$ cat config.mk
export PLATFORM = sky130hd
export DESIGN_NAME = hostwin_glue
export DESIGN_NICKNAME = d
export VERILOG_FILES = /design/src/rtl/hostwin_pkg.sv /design/src/rtl/hostwin_decode.sv /design/src/rtl/hostwin_timer.sv /design/src/rtl/hostwin_irq.sv /design/src/rtl/hostwin_glue.sv
export SDC_FILE = /design/constraint.sdc
export NUM_CORES = 1
export LEC_CHECK = 0
export BUFFER_PORTS_ARGS = -buffer_cell sky130_fd_sc_hd__clkbuf_2
export CAP_MARGIN = 30
export CORE_MARGIN = 2
export CORE_UTILIZATION = 40
export CTS_BUF_LIST = sky130_fd_sc_hd__clkbuf_8 sky130_fd_sc_hd__clkbuf_16
export CTS_CLUSTER_DIAMETER = 200
export DETAILED_ROUTE_END_ITERATION = 6
export GPL_ROUTABILITY_DRIVEN = 0
export PLACE_DENSITY = 0.64
export SYNTH_ARGS = -nofsm -noshare
export SYNTH_HDL_FRONTEND = slang
export SYNTH_HIERARCHICAL = 1
export SYNTH_SLANG_ARGS = --single-unit
$ cat constraint.sdc
create_clock -name clk -period 1.6 [get_ports clk]
set_clock_uncertainty 0.15 [all_clocks]
set_input_delay 0.08 -clock clk [delete_from_list [all_inputs] [get_ports clk]]
set_output_delay 0.08 -clock clk [all_outputs]
set_load 0.02 [all_outputs]
$ cat src/rtl/hostwin_pkg.sv
package hostwin_pkg;

    localparam int NUM_UNITS = 5;

    // register offsets in the lower half of the region
    localparam logic [3:0] OFS_CLASS  = 4'd0;
    localparam logic [3:0] OFS_REV    = 4'd1;
    localparam logic [3:0] OFS_STATUS = 4'd2;
    localparam logic [3:0] OFS_CONFIG = 4'd3;
    localparam logic [3:0] OFS_INDEX  = 4'd4;

    typedef enum logic [2:0] {
        SEL_CHAN_A  = 3'd0,
        SEL_CHAN_B  = 3'd1,
        SEL_LC_FIFO = 3'd2,
        SEL_LC_LOW  = 3'd4,
        SEL_LC_HIGH = 3'd6
    } unit_sel_e;

    typedef struct packed {
        logic test_bit;
        logic irq_enable;
        logic timer_reload;
        logic timer_hold;
        logic dev_reset;
    } ctrl_t;

    typedef struct packed {
        logic timer_n;
        logic pair_n;
        logic lc_n;
    } pend_n_t;

    function automatic logic [NUM_UNITS-1:0] unit_onehot(input logic [2:0] sel);
        unit_onehot = '0;
        case (sel)
            SEL_CHAN_A:  unit_onehot[0] = 1'b1;
            SEL_CHAN_B:  unit_onehot[1] = 1'b1;
            SEL_LC_FIFO: unit_onehot[2] = 1'b1;
            SEL_LC_LOW:  unit_onehot[3] = 1'b1;
            SEL_LC_HIGH: unit_onehot[4] = 1'b1;
            default:     unit_onehot = '0;
        endcase
    endfunction

endpackage

$ cat src/rtl/hostwin_decode.sv
module hostwin_decode
    import hostwin_pkg::*;
(
    input  logic                 clk,
    input  logic                 rst,
    input  logic [2:0]           sel,
    input  logic                 win_access,
    input  logic                 rd,
    input  logic                 wr,
    output logic [NUM_UNITS-1:0] cs,
    output logic                 unit_valid,
    output logic                 sub_rd,
    output logic                 sub_wr
);

    logic [NUM_UNITS-1:0] onehot;

    assign onehot     = unit_onehot(sel);
    assign unit_valid = |onehot;

    for (genvar u = 0; u < NUM_UNITS; u++) begin : g_cs
        assign cs[u] = onehot[u] & win_access;
    end

    assign sub_rd = win_access & rd & unit_valid;
    assign sub_wr = win_access & wr & unit_valid;

    assert_cs_onehot_R3: assert property (@(posedge clk) disable iff (rst)
        $onehot0(cs));

    assert_strobe_has_cs_R4: assert property (@(posedge clk) disable iff (rst)
        (sub_rd || sub_wr) |-> ($countones(cs) == 1));

endmodule

$ cat src/rtl/hostwin_timer.sv
module hostwin_timer #(
    parameter int TIMER_TC = 64
) (
    input  logic clk,
    input  logic rst,
    input  logic hold,
    input  logic reload,
    output logic pend
);

    localparam int CW = (TIMER_TC > 1) ? $clog2(TIMER_TC) : 1;
    localparam logic [CW-1:0] LAST = CW'(TIMER_TC - 1);

    logic [CW-1:0] cnt_q;

    always_ff @(posedge clk) begin
        if (rst) begin
            cnt_q <= '0;
            pend  <= 1'b0;
        end else if (reload) begin
            cnt_q <= '0;
            pend  <= 1'b0;
        end else if (!hold) begin
            if (cnt_q == LAST) begin
                cnt_q <= '0;
                pend  <= 1'b1;
            end else begin
                cnt_q <= cnt_q + 1'b1;
            end
        end
    end

    assert_tc_sets_pend_R10: assert property (@(posedge clk) disable iff (rst)
        $rose(pend) |-> ($past(cnt_q) == LAST));

    assert_reload_clears_R10: assert property (@(posedge clk) disable iff (rst)
        reload |=> (!pend && cnt_q == '0));

    assert_hold_freezes_R10: assert property (@(posedge clk) disable iff (rst)
        (hold && !reload) |=> $stable(cnt_q));

endmodule

$ cat src/rtl/hostwin_irq.sv
module hostwin_irq
    import hostwin_pkg::*;
(
    input  logic    clk,
    input  logic    rst,
    input  logic    irq_enable,
    input  logic    lc_req,
    input  logic    pair_req,
    input  logic    timer_pend,
    output pend_n_t stat_n,
    output logic    irq_out
);

    assign stat_n.lc_n    = ~lc_req;
    assign stat_n.pair_n  = ~pair_req;
    assign stat_n.timer_n = ~timer_pend;

    assign irq_out = irq_enable & ~(&stat_n);

    assert_irq_has_source_R9: assert property (@(posedge clk) disable iff (rst)
        irq_out |-> (lc_req || pair_req || timer_pend));

    assert_irq_gated_R9: assert property (@(posedge clk) disable iff (rst)
        !irq_enable |-> !irq_out);

endmodule

$ cat src/rtl/hostwin_glue.sv
module hostwin_glue
    import hostwin_pkg::*;
#(
    parameter int          ADDR_W     = 5,
    parameter int          DATA_W     = 8,
    parameter logic [7:0]  CLASS_CODE = 8'h5C,
    parameter logic [7:0]  REV_CODE   = 8'h03,
    parameter int          TIMER_TC   = 64
) (
    input  logic                 clk,
    input  logic                 rst,
    input  logic [ADDR_W-1:0]    host_addr,
    input  logic                 host_rd,
    input  logic                 host_wr,
    input  logic [DATA_W-1:0]    host_wdata,
    output logic [DATA_W-1:0]    host_rdata,
    output logic [NUM_UNITS-1:0] sub_cs,
    output logic [ADDR_W-2:0]    sub_addr,
    output logic                 sub_rd,
    output logic                 sub_wr,
    output logic [DATA_W-1:0]    sub_wdata,
    input  logic [DATA_W-1:0]    sub_rdata,
    output logic                 sub_rst,
    input  logic                 lc_irq,
    input  logic                 hdlc_irq,
    output logic                 irq_out,
    output logic                 iom_en,
    output logic [3:0]           irq_line_sel
);

    localparam int SUB_AW = ADDR_W - 1;

    ctrl_t               ctrl_q;
    logic [DATA_W-1:0]   cfg_q;
    logic [2:0]          sel_q;
    logic [SUB_AW-1:0]   reg_ofs;
    logic                in_regs;
    logic                win_access;
    logic                unit_valid;
    logic                timer_pend;
    pend_n_t             stat_n;
    logic [DATA_W-1:0]   status_byte;

    assign reg_ofs    = host_addr[SUB_AW-1:0];
    assign in_regs    = ~host_addr[ADDR_W-1];
    assign win_access = host_addr[ADDR_W-1] & (host_rd | host_wr);

    always_ff @(posedge clk) begin
        if (rst) begin
            ctrl_q <= '0;
            cfg_q  <= '0;
            sel_q  <= '0;
        end else begin
            if (host_wr && in_regs && reg_ofs == SUB_AW'(OFS_STATUS))
                ctrl_q <= ctrl_t'(host_wdata[4:0]);
            if (host_wr && in_regs && reg_ofs == SUB_AW'(OFS_CONFIG))
                cfg_q <= host_wdata;
            if (ctrl_q.dev_reset)
                sel_q <= '0;
            else if (host_wr && in_regs && reg_ofs == SUB_AW'(OFS_INDEX))
                sel_q <= host_wdata[2:0];
        end
    end

    hostwin_decode u_decode (
        .clk        (clk),
        .rst        (rst),
        .sel        (sel_q),
        .win_access (win_access),
        .rd         (host_rd),
        .wr         (host_wr),
        .cs         (sub_cs),
        .unit_valid (unit_valid),
        .sub_rd     (sub_rd),
        .sub_wr     (sub_wr)
    );

    hostwin_timer #(.TIMER_TC(TIMER_TC)) u_timer (
        .clk    (clk),
        .rst    (rst),
        .hold   (ctrl_q.timer_hold),
        .reload (ctrl_q.timer_reload),
        .pend   (timer_pend)
    );

    hostwin_irq u_irq (
        .clk        (clk),
        .rst        (rst),
        .irq_enable (ctrl_q.irq_enable),
        .lc_req     (lc_irq),
        .pair_req   (hdlc_irq),
        .timer_pend (timer_pend),
        .stat_n     (stat_n),
        .irq_out    (irq_out)
    );

    assign sub_addr     = reg_ofs;
    assign sub_wdata    = host_wdata;
    assign sub_rst      = ctrl_q.dev_reset;
    assign iom_en       = cfg_q[7];
    assign irq_line_sel = cfg_q[3:0];
    assign status_byte  = {3'b000, ctrl_q.test_bit, 1'b0, stat_n};

    always_comb begin
        host_rdata = '0;
        if (!in_regs) begin
            host_rdata = unit_valid ? sub_rdata : '1;
        end else begin
            case (reg_ofs)
                SUB_AW'(OFS_CLASS):  host_rdata = CLASS_CODE;
                SUB_AW'(OFS_REV):    host_rdata = REV_CODE;
                SUB_AW'(OFS_STATUS): host_rdata = status_byte;
                SUB_AW'(OFS_CONFIG): host_rdata = cfg_q;
                SUB_AW'(OFS_INDEX):  host_rdata = {{(DATA_W-3){1'b0}}, sel_q};
                default:             host_rdata = '0;
            endcase
        end
    end

    assert_sel_cleared_R8: assert property (@(posedge clk) disable iff (rst)
        ctrl_q.dev_reset |=> (sel_q == 3'd0));

    assert_window_read_R4: assert property (@(posedge clk) disable iff (rst)
        sub_rd |-> (host_rdata == sub_rdata));

endmodule

==> impl_metrics.xml, run 1 <==
<?xml version="1.0" encoding="UTF-8"?>
<metrics>
  <group name="final_layout">
    <metric name="final_layout_size_suffix_gt1_share" unit="%">37.7</metric>
    <metric name="layout.cells.most_common_list" unit="">clkbuf_2, dfxtp_1, nand2_1</metric>
    <metric name="num-nets-final" unit="">265</metric>
    <metric name="finish.utilization" unit="%">52.0</metric>
    <metric name="most_common_cell_after_layout_fill_and_taps_aside" unit="">clkbuf_2</metric>
    <metric name="layout.filler_cells" unit="">388</metric>
    <metric name="antenna-diode-count" unit="">0</metric>
    <metric name="finalInstanceArea" unit="mm²">0.00188</metric>
    <metric name="area_delta_synth_final" unit="%">26.7</metric>
  </group>
  <group name="synth">
    <metric name="async_flop_share" unit="%">0</metric>
    <metric name="synth_edf_count" unit="">0</metric>
    <metric name="synth_cell_type_count" unit="">46</metric>
    <metric name="synth_top_area_share" unit="%">31.1</metric>
    <metric name="synth_top_area_cell" unit="">dfxtp_1</metric>
    <metric name="synthesis.yosys.warnings" unit="">6</metric>
    <metric name="synth_area" unit="mm²">0.00148</metric>
    <metric name="synth-seq-cells" unit="">23</metric>
    <metric name="synthTopCellsByArea" unit="">dfxtp_1, buf_4, a21oi_1</metric>
    <metric name="syn-num-nets" unit="">211</metric>
    <metric name="syn_area_per_cell" unit="µm²">8.09</metric>
    <metric name="synth-seq-area-share" unit="%">31.1</metric>
    <metric name="synth-main-ff-cell" unit="">dfxtp_1</metric>
    <metric name="post_synth_inst_count" unit="">183</metric>
  </group>
  <group name="clocking">
    <metric name="clock_insertion_delay_at_the_later_pin_of_the_skew_report" unit="ns">0.26</metric>
    <metric name="numCtsBuffers" unit="">3</metric>
    <metric name="tritoncts" unit="">yes</metric>
    <metric name="ctsHtreeMaxLevel" unit="">1</metric>
    <metric name="post_cts.repair.setup_buffers" unit="">0</metric>
    <metric name="clock_tree.root_cell" unit="">clkbuf_8</metric>
    <metric name="ctsLongestPathBuffers" unit="">2</metric>
    <metric name="cts.reportedPaths.clkPinSlew" unit="ns">0.08</metric>
    <metric name="tritoncts_num_sinks" unit="">23</metric>
  </group>
  <group name="sta">
    <metric name="fin_crit_sh" unit="%">95.8</metric>
    <metric name="layout_setup_ws" unit="ns">0.0670</metric>
    <metric name="sum_of_negative_setup_slack" unit="ns">0</metric>
    <metric name="period_needed" unit="ns">1.53</metric>
    <metric name="worst_pin_slew" unit="ns">0.383</metric>
    <metric name="finalHoldViolations" unit="">0</metric>
    <metric name="rsz_0062_raised_after_global_routing" unit="">yes</metric>
    <metric name="setup_viol" unit="">0</metric>
    <metric name="timing.final.max_slew_violations" unit="">0</metric>
    <metric name="maxClockFrequency" unit="GHz">0.652</metric>
    <metric name="slew_headroom" unit="%">74.5</metric>
  </group>
  <group name="placed_design">
    <metric name="preCtsSetupSlack" unit="ns">0.104</metric>
    <metric name="place_area" unit="mm²">0.00170</metric>
    <metric name="io_buffers" unit="">60</metric>
    <metric name="post-dp-hpwl" unit="µm">2640</metric>
  </group>
  <group name="routing">
    <metric name="overall_via_count_from_detail_route" unit="">1407</metric>
    <metric name="drt_drc_violations_left" unit="">0</metric>
    <metric name="ant_nets" unit="">0</metric>
    <metric name="initialDrtViolationCount" unit="">65</metric>
    <metric name="wl_per_cell" unit="µm">12.2</metric>
    <metric name="route.detailed.vias_per_inst" unit="">4.95</metric>
    <metric name="final_routed_wirelength" unit="µm">3450</metric>
    <metric name="drtPass1Iterations" unit="">4</metric>
  </group>
  <group name="worst_setup_path">
    <metric name="criticalPathCategory" unit="">reg -&gt; out</metric>
    <metric name="crit_required" unit="ns">1.37</metric>
    <metric name="start_kind" unit="">flip-flop</metric>
    <metric name="end_kind" unit="">output port</metric>
    <metric name="max_stage_delay" unit="ns">0.36</metric>
    <metric name="worst-path-max-fanout" unit="">6</metric>
    <metric name="worstPathCellList" unit="">o21ai_4 -&gt; nand2_1 -&gt; o22a_1 -&gt; clkbuf_2</metric>
    <metric name="regToRegStartpoint" unit="">u_timer/cnt_q[1]</metric>
    <metric name="r2r_cells" unit="">4</metric>
    <metric name="reg2reg_to" unit="">u_timer/cnt_q[0]</metric>
    <metric name="ff2ff_setup_slack" unit="ns">0.19</metric>
    <metric name="critical_path.top_delay_family" unit="">compound AO/OA/AOI/OAI gates</metric>
    <metric name="worst_ep_arrival_time" unit="ns">1.30</metric>
    <metric name="critical-path-slowest-cell" unit="">dfxtp_2</metric>
    <metric name="cp.buffers_inverters" unit="">1</metric>
  </group>
  <group name="die">
    <metric name="chipHeight" unit="µm">64.8</metric>
    <metric name="floorplan.core_area" unit="mm²">0.00361</metric>
    <metric name="floorplan.initialDensity" unit="%">41.0</metric>
    <metric name="fp.dieArea" unit="mm²">0.00420</metric>
    <metric name="row_count" unit="">22</metric>
    <metric name="ioPinCount" unit="">61</metric>
    <metric name="dieWidth" unit="µm">64.8</metric>
  </group>
  <group name="status">
    <metric name="status" unit="">completed</metric>
  </group>
  <group name="worst_hold_path">
    <metric name="min_delay_src" unit="">rst</metric>
    <metric name="min_delay_path_depth" unit="">2</metric>
    <metric name="min_delay_worst_endpoint" unit="">ctrl_q[1]</metric>
    <metric name="min-delay-path-class" unit="">in -&gt; reg</metric>
  </group>
  <group name="grt">
    <metric name="grt_pass1_wl" unit="µm">5510</metric>
    <metric name="grt_pass1_vias" unit="">1239</metric>
    <metric name="antenna_violations_before_repair" unit="">0</metric>
    <metric name="overflow_left_after_global_routing" unit="">0</metric>
    <metric name="grt_start_max_net_pins" unit="">21</metric>
    <metric name="globalRouteTotalUtil" unit="%">16.8</metric>
  </group>
  <group name="power_and_ir_drop">
    <metric name="vdd.ir_drop.worst" unit="V">0.000408</metric>
    <metric name="cellPowerDensity" unit="mW/mm²">654</metric>
    <metric name="total_leakage_power" unit="nW">0.859</metric>
  </group>
  <group name="flow_run">
    <metric name="drv_cap" unit="">0</metric>
  </group>
</metrics>
kinds of logic after synthesis:
logic type	share of synthesized area, %
AND/OR/NAND/NOR	30.5
flip-flops	31.1
AO/OA/AOI/OAI	18.3
adder cells (fa/ha/maj)	0.845
XOR/XNOR	2.37
multiplexers	2.71
buffers and inverters	14.1
how the worst max path moves through the flow:
stage | from | end | slack (ns) | depth (start not counted)
after floorplan | ctrl_q[4] | host_rdata[4] | 0.15 | 4
after global placement | host_addr[0] | host_rdata[2] | 0.14 | 6
after detailed placement | host_addr[0] | host_rdata[2] | 0.10 | 6
after CTS | sel_q[1] | host_rdata[1] | 0.00006 | 5
after global routing | ctrl_q[4] | host_rdata[4] | -0.02 | 5
final | sel_q[2] | host_rdata[3] | 0.07 | 4
routing by layer:
metal	routed length (µm)	part of all wire [%]	GRT usage (%)
met4	44	1.3	6.38
met5	0	0	0
met3	146	4.2	1.74
met1	1590	46	22.0
met2	1670	48	28.4
flip-flops by register name (all words and copies together), names as in the netlist:
name and count:
u_timer/pend 1, sub_rst 1, cfg_q 8, ctrl_q 4, sel_q 3, u_timer/cnt_q 6
area by class of cell:
cell class / count / area (µm²) / area share, %
Tap cell: 48 / 60.1 / 3.20
Inverter: 7 / 26.3 / 1.40
Clock inverter: 1 / 5.00 / 0.267
Sequential cell: 23 / 464 / 24.7
Timing Repair Buffer: 74 / 430 / 22.9
Clock buffer: 3 / 41.3 / 2.20
Multi-Input combinational cell: 128 / 848 / 45.2
where the power goes:
group	internal (W)	switching, W
clock network	0.000174	0.000183
logic	0.000116	0.000162
registers	0.000582	0.0000105
repair_timing:
action | 4_1_cts | 5_1_grt
hold buffers | 8 | 0
gates resized for setup | 4 | 16
setup endpoints to repair | 4 | 7
pin swaps | 1 | 4
cloned | 0 | 0
endpoints found under the hold margin | 14 | 0
Yosys cell counts (2+ instances only):
master     n
clkbuf_1   2
nand2b_1   2
nor2b_1    4
buf_4     17
buf_2      2
nand2_1   19
and3_1     2
a21oi_1   20
o21ai_1    2
xor2_1     3
nand3_1   18
o21a_1     2
a31oi_1    2
nor3_1     8
dfxtp_1   23
o22ai_1    2
inv_1      7
nor2_1    11
o21ai_0    5
buf_6      3
mux2i_1    4
per-stage QoR:
| step | hold WS (ns) | instances | power [W] |
|---|---|---|---|
| 6_report | 0.0989 | 284 | 0.00123 |
| 5_1_grt | 0.127 | 284 | 0.00129 |
| 4_1_cts | 0.101 | 284 | 0.00123 |
| 3_5_place_dp | 0.184 | 272 | 0.000860 |
| 3_3_place_gp | 0.181 | 272 | 0.000858 |
| 2_1_floorplan | 0.00662 | 183 | 0.000783 |
Note: power is estimated with default switching activity, not from simulation.
==> run 2, diff against run 1 <==
Settings changed: CORE_UTILIZATION 40 to 29, PLACE_DENSITY 0.64 to 0.49.
==> run 2 against run 1 <==
Compared with the run above: total power is 0.43% higher; via count is 0.43% higher; non-clock buffer count is 5 higher; flip-flop and latch count stayed put; worst setup slack worse by 0.042 ns; critical endpoint is now host_rdata[0].
==> impl_metrics.xml, run 2 (synthesized netlist as in run 1, its figures left out) <==
<?xml version="1.0" encoding="UTF-8"?>
<metrics>
  <group name="status">
    <metric name="status" unit="">completed</metric>
  </group>
  <group name="final_layout">
    <metric name="most_common_cell_after_layout_fill_and_taps_aside" unit="">clkbuf_2</metric>
    <metric name="number_of_flip_flops_under_the_largest_register_name" unit="">8</metric>
    <metric name="registers.top_by_ff_count" unit="">cfg_q</metric>
    <metric name="layout.cells.most_common_list" unit="">clkbuf_2, a21oi_1, dfxtp_1</metric>
    <metric name="num-nets-final" unit="">270</metric>
    <metric name="largestRegisters" unit="">cfg_q: 8 flops, u_timer/cnt_q: 6 flops, ctrl_q: 4 flops</metric>
    <metric name="antenna-diode-count" unit="">0</metric>
    <metric name="final_layout_size_suffix_gt1_share" unit="%">37.3</metric>
    <metric name="area_delta_synth_final" unit="%">30.3</metric>
  </group>
  <group name="placed_design">
    <metric name="post-dp-hpwl" unit="µm">2890</metric>
    <metric name="io_buffers" unit="">60</metric>
  </group>
  <group name="sta">
    <metric name="worst_pin_slew" unit="ns">0.299</metric>
    <metric name="maxClockFrequency" unit="GHz">0.635</metric>
    <metric name="hold_slack" unit="ns">0.231</metric>
    <metric name="period_needed" unit="ns">1.58</metric>
    <metric name="sum_of_negative_setup_slack" unit="ns">0</metric>
    <metric name="rsz_0062_raised_after_global_routing" unit="">yes</metric>
    <metric name="finalHoldViolations" unit="">0</metric>
    <metric name="slew_headroom" unit="%">80.0</metric>
    <metric name="setup_viol" unit="">0</metric>
    <metric name="timing.final.max_slew_violations" unit="">0</metric>
    <metric name="fin_crit_sh" unit="%">98.5</metric>
  </group>
  <group name="routing">
    <metric name="drt_drc_violations_left" unit="">0</metric>
    <metric name="ant_nets" unit="">0</metric>
    <metric name="drtPass1Iterations" unit="">4</metric>
    <metric name="initialDrtViolationCount" unit="">41</metric>
    <metric name="overall_via_count_from_detail_route" unit="">1413</metric>
    <metric name="wl_per_cell" unit="µm">11.8</metric>
    <metric name="route.detailed.vias_per_inst" unit="">4.54</metric>
    <metric name="final_routed_wirelength" unit="µm">3680</metric>
  </group>
  <group name="worst_hold_path">
    <metric name="min_delay_path_depth" unit="">5</metric>
    <metric name="min-delay-path-class" unit="">in -&gt; reg</metric>
  </group>
  <group name="worst_setup_path">
    <metric name="criticalPathCategory" unit="">reg -&gt; out</metric>
    <metric name="worst_ep_arrival_time" unit="ns">1.35</metric>
    <metric name="r2r_cells" unit="">4</metric>
    <metric name="worst-path-max-fanout" unit="">5</metric>
    <metric name="end_kind" unit="">output port</metric>
    <metric name="start_kind" unit="">flip-flop</metric>
    <metric name="crit_required" unit="ns">1.37</metric>
  </group>
  <group name="clocking">
    <metric name="ctsLongestPathBuffers" unit="">2</metric>
    <metric name="cts.reportedPaths.clkPinSlew" unit="ns">0.08</metric>
    <metric name="numCtsBuffers" unit="">3</metric>
    <metric name="clock_insertion_delay_at_the_later_pin_of_the_skew_report" unit="ns">0.26</metric>
    <metric name="tritoncts" unit="">yes</metric>
    <metric name="clock_tree.root_cell" unit="">clkbuf_8</metric>
    <metric name="ctsHtreeMaxLevel" unit="">1</metric>
    <metric name="tritoncts_num_sinks" unit="">23</metric>
  </group>
  <group name="die">
    <metric name="floorplan.initialDensity" unit="%">29.5</metric>
    <metric name="dieWidth" unit="µm">75.4</metric>
    <metric name="row_count" unit="">26</metric>
    <metric name="floorplan.core_area" unit="mm²">0.00501</metric>
    <metric name="fp.dieArea" unit="mm²">0.00569</metric>
    <metric name="ioPinCount" unit="">61</metric>
    <metric name="chipHeight" unit="µm">75.4</metric>
  </group>
  <group name="grt">
    <metric name="grt_pass1_vias" unit="">1224</metric>
    <metric name="overflow_left_after_global_routing" unit="">0</metric>
    <metric name="grt_start_max_net_pins" unit="">20</metric>
    <metric name="grt_pass1_wl" unit="µm">5870</metric>
    <metric name="antenna_violations_before_repair" unit="">0</metric>
    <metric name="globalRouteTotalUtil" unit="%">13.1</metric>
  </group>
  <group name="power_and_ir_drop">
    <metric name="vdd.ir_drop.worst" unit="V">0.000291</metric>
    <metric name="total_leakage_power" unit="nW">0.877</metric>
    <metric name="cellPowerDensity" unit="mW/mm²">639</metric>
    <metric name="finalPower" unit="W">0.00123</metric>
  </group>
  <group name="flow_run">
    <metric name="drv_cap" unit="">0</metric>
  </group>
</metrics>
run 2: changes by cell type in the layout (fill, tap and decap cells not counted), sizes merged:
cell         before  now
buf               9   13
dlygate4sd3       8    9
run 2: path summary, 6_finish.rpt:
path / slack (ns) / from / to
hold reg to reg: 0.31 / cfg_q[6] / cfg_q[6]
setup reg to reg: 0.18 / u_timer/cnt_q[1] / u_timer/cnt_q[0]
hold / removal: 0.23 / host_addr[4] / ctrl_q[2]
setup / recovery: 0.02 / sel_q[1] / host_rdata[0]
run 2: area by class of cell:
cell class	instances	area (µm²)
timing repair buffer	79	478
tap	70	87.6
clock buffer	3	41.3
sequential	23	464
inverter	7	26.3
fill	567	3080
multi-input combinational	128	827
clock inverter	1	5.00
run 2: power by group:
part	leakage [nW]	total, W	internal [W]	switching, W
Clock	0.0255	0.000359	0.000174	0.000185
Sequential	0.188	0.000592	0.000582	0.0000104
Combinational	0.664	0.000281	0.000122	0.000160
Total	0.877	0.00123	0.000877	0.000355
run 2: repair_timing:
action,in CTS,in global routing
resized for setup,3,11
buffers inserted,0,1
gates cloned,0,0
pin swaps,1,1
endpoints found under the hold margin,14,0
endpoints found under the setup margin,7,6
hold buffers,9,0
run 2: per-layer routing:
layer,routed length (µm),track usage (%),up-vias
met5,0,0,-
met2,1610,20.8,41
met3,191,1.19,4
met1,1820,18.9,630
li1,-,-,738
met4,51,4.09,0
run 2: critical path: stages (launching register included):
cell and delay (ns):
dfxtp_1 0.34, o21ai_4 0.22, buf_4 0.15, nand2b_1 0.05, a22o_1 0.17, buf_2 0.15
run 2: metrics by stage:
stage | area, µm² | instances | util, % | setup slack (ns)
2_1_floorplan | 1480 | 183 | - | 0.149
3_3_place_gp | 1770 | 297 | 35.2 | 0.119
3_5_place_dp | 1770 | 297 | 35.2 | 0.104
4_1_cts | 1910 | 310 | 38.2 | -0.0260
5_1_grt | 1930 | 311 | 38.5 | -0.0279
6_report | 1930 | 311 | 38.5 | 0.0246
==> run 3, diff against run 2 <==
Settings changed: GPL_TIMING_DRIVEN set to 0.
==> run 3 against run 2 <==
Compared with the run above: via count grew 6.3%; sequential power is essentially flat; cell count grew 5.8%; global-route usage grew 0.57 points; non-clock buffer count grew 18; clock power shrank 1%; critical path type unchanged; highest routed layer unchanged.
==> impl_metrics.xml, run 3 (synthesized netlist as in run 1, its figures left out) <==
<?xml version="1.0" encoding="UTF-8"?>
<metrics>
  <group name="status">
    <metric name="status" unit="">completed</metric>
  </group>
  <group name="worst_setup_path">
    <metric name="critical-path-slowest-cell" unit="">dfxtp_1</metric>
    <metric name="path_depth" unit="">5</metric>
    <metric name="r2r_cells" unit="">4</metric>
    <metric name="worst_ep_arrival_time" unit="ns">1.33</metric>
    <metric name="max_stage_delay" unit="ns">0.34</metric>
    <metric name="criticalPathCategory" unit="">reg -&gt; out</metric>
    <metric name="cp.buffers_inverters" unit="">2</metric>
    <metric name="critical_path.top_delay_family" unit="">compound AO/OA/AOI/OAI gates</metric>
    <metric name="crit_required" unit="ns">1.37</metric>
    <metric name="worst-path-max-fanout" unit="">2</metric>
    <metric name="start_kind" unit="">flip-flop</metric>
    <metric name="end_kind" unit="">output port</metric>
    <metric name="worstPathCellList" unit="">inv_1 -&gt; a21oi_1 -&gt; a31oi_1 -&gt; o41ai_1 -&gt; buf_4</metric>
  </group>
  <group name="worst_hold_path">
    <metric name="min_delay_path_depth" unit="">5</metric>
    <metric name="min-delay-path-class" unit="">in -&gt; reg</metric>
  </group>
  <group name="final_layout">
    <metric name="layout.cells.most_common_list" unit="">clkbuf_2, buf_4, a21oi_1</metric>
    <metric name="registers.top_by_ff_count" unit="">cfg_q</metric>
    <metric name="area_delta_synth_final" unit="%">38.8</metric>
    <metric name="largestRegisters" unit="">cfg_q: 8 flops, u_timer/cnt_q: 6 flops, ctrl_q: 4 flops</metric>
    <metric name="final_layout_size_suffix_gt1_share" unit="%">42.1</metric>
    <metric name="finalInstanceArea" unit="mm²">0.00205</metric>
    <metric name="most_common_cell_after_layout_fill_and_taps_aside" unit="">clkbuf_2</metric>
    <metric name="number_of_flip_flops_under_the_largest_register_name" unit="">8</metric>
    <metric name="antenna-diode-count" unit="">0</metric>
    <metric name="finish.utilization" unit="%">41.0</metric>
    <metric name="num-nets-final" unit="">288</metric>
  </group>
  <group name="routing">
    <metric name="route.detailed.vias_per_inst" unit="">4.57</metric>
    <metric name="initialDrtViolationCount" unit="">61</metric>
    <metric name="drt_drc_violations_left" unit="">0</metric>
    <metric name="drtPass1Iterations" unit="">4</metric>
    <metric name="ant_nets" unit="">0</metric>
    <metric name="wl_per_cell" unit="µm">11.5</metric>
    <metric name="overall_via_count_from_detail_route" unit="">1502</metric>
    <metric name="final_routed_wirelength" unit="µm">3790</metric>
  </group>
  <group name="grt">
    <metric name="grt_pass1_wl" unit="µm">6160</metric>
    <metric name="globalRouteTotalUtil" unit="%">13.7</metric>
    <metric name="antenna_violations_before_repair" unit="">0</metric>
    <metric name="overflow_left_after_global_routing" unit="">0</metric>
    <metric name="grt_pass1_vias" unit="">1304</metric>
    <metric name="grt_start_max_net_pins" unit="">14</metric>
  </group>
  <group name="sta">
    <metric name="finalHoldViolations" unit="">0</metric>
    <metric name="period_needed" unit="ns">1.56</metric>
    <metric name="maxClockFrequency" unit="GHz">0.640</metric>
    <metric name="slew_headroom" unit="%">77.4</metric>
    <metric name="rsz_0062_raised_after_global_routing" unit="">yes</metric>
    <metric name="setup_viol" unit="">0</metric>
    <metric name="worst_pin_slew" unit="ns">0.334</metric>
    <metric name="fin_crit_sh" unit="%">97.7</metric>
    <metric name="timing.final.max_slew_violations" unit="">0</metric>
  </group>
  <group name="die">
    <metric name="ioPinCount" unit="">61</metric>
    <metric name="floorplan.core_area" unit="mm²">0.00501</metric>
    <metric name="row_count" unit="">26</metric>
    <metric name="floorplan.initialDensity" unit="%">29.5</metric>
    <metric name="dieWidth" unit="µm">75.4</metric>
    <metric name="fp.dieArea" unit="mm²">0.00569</metric>
    <metric name="chipHeight" unit="µm">75.4</metric>
  </group>
  <group name="clocking">
    <metric name="clock_tree.root_cell" unit="">clkbuf_8</metric>
    <metric name="tritoncts" unit="">yes</metric>
    <metric name="clock_insertion_delay_at_the_later_pin_of_the_skew_report" unit="ns">0.26</metric>
    <metric name="numCtsBuffers" unit="">3</metric>
    <metric name="tritoncts_num_sinks" unit="">23</metric>
    <metric name="ctsHtreeMaxLevel" unit="">1</metric>
    <metric name="cts.reportedPaths.clkPinSlew" unit="ns">0.08</metric>
    <metric name="ctsLongestPathBuffers" unit="">2</metric>
  </group>
  <group name="power_and_ir_drop">
    <metric name="total_leakage_power" unit="nW">0.960</metric>
    <metric name="cellPowerDensity" unit="mW/mm²">607</metric>
    <metric name="finalPower" unit="W">0.00125</metric>
    <metric name="vdd.ir_drop.worst" unit="V">0.000241</metric>
  </group>
  <group name="flow_run">
    <metric name="drv_cap" unit="">0</metric>
  </group>
  <group name="placed_design">
    <metric name="place_area" unit="mm²">0.00187</metric>
    <metric name="post-dp-hpwl" unit="µm">3040</metric>
    <metric name="io_buffers" unit="">60</metric>
  </group>
</metrics>
run 3: cell types whose count changed in the layout (fill, tap and decap cells not counted), moves of 2 or more:
cell / previous run / this run
buf_6: 0 / 3
buf_4: 9 / 21
nor2_1: 11 / 9
o21ai_1: 5 / 3
nor2_2: 0 / 2
buf_2: 3 / 5
o21ai_0: 1 / 4
run 3: layout make-up:
type                            instances  area, µm²
Fill cell                             586       2960
Multi-Input combinational cell        128        826
Sequential cell                        23        468
Timing Repair Buffer                   72        415
Buffer                                 25        185
Tap cell                               70       87.6
Clock buffer                            3       41.3
Inverter                                7       26.3
Clock inverter                          1       5.00
run 3: repair_timing:
item / 4_1_cts / 5_1_grt
setup endpoints to repair: 9 / 18
resized for setup: 7 / 12
pin swaps: 2 / 3
hold buffers: 9 / 0
hold endpoints to repair: 17 / 0
buffers inserted: 0 / 3
run 3: metrics by stage:
step,hold slack (ns),setup TNS (ns),cells,worst slack [ns]
final,0.204,0,329,0.0368
after global placement,0.176,-0.00947,313,-0.00865
after detailed placement,0.176,-0.00347,313,-0.00347
after global routing,0.233,-0.0913,329,-0.0305
after floorplan,0.00662,0,183,0.149
after CTS,0.0790,-0.0233,326,-0.0168
run 3: worst paths after layout:
path	slack (ns)	endpoint	start
max reg2reg	0.17	u_timer/cnt_q[0]	u_timer/cnt_q[0]
min reg2reg	0.31	cfg_q[4]	cfg_q[4]
max	0.04	host_rdata[4]	ctrl_q[4]
min	0.20	ctrl_q[3]	host_addr[2]
run 3: worst min-delay path, delay by kind of cell:
| family | cells | cell delay, ns |
|---|---|---|
| AO/OA/AOI/OAI | 1 | 0.05 |
| AND/OR/NAND/NOR | 2 | 0.15 |
| buffers and inverters | 2 | 0.29 |
run 3: layer usage:
| metal | vias to the layer above | routed length, µm | GRT usage (%) | share of wire (%) |
|---|---|---|---|---|
| met5 | - | 0 | 0 | 0 |
| met4 | 0 | 26 | 4.09 | 0.69 |
| met3 | 2 | 131 | 0.397 | 3.5 |
| met2 | 32 | 1760 | 21.4 | 46 |
| met1 | 695 | 1880 | 20.5 | 49 |
| li1 | 773 | - | - | - |
run 3: power breakdown:
| group | switching [W] | total [W] | internal, W |
|---|---|---|---|
| clock | 0.000180 | 0.000354 | 0.000174 |
| combinational | 0.000162 | 0.000300 | 0.000138 |
| sequential | 0.0000126 | 0.000593 | 0.000580 |
| total | 0.000355 | 0.00125 | 0.000892 |
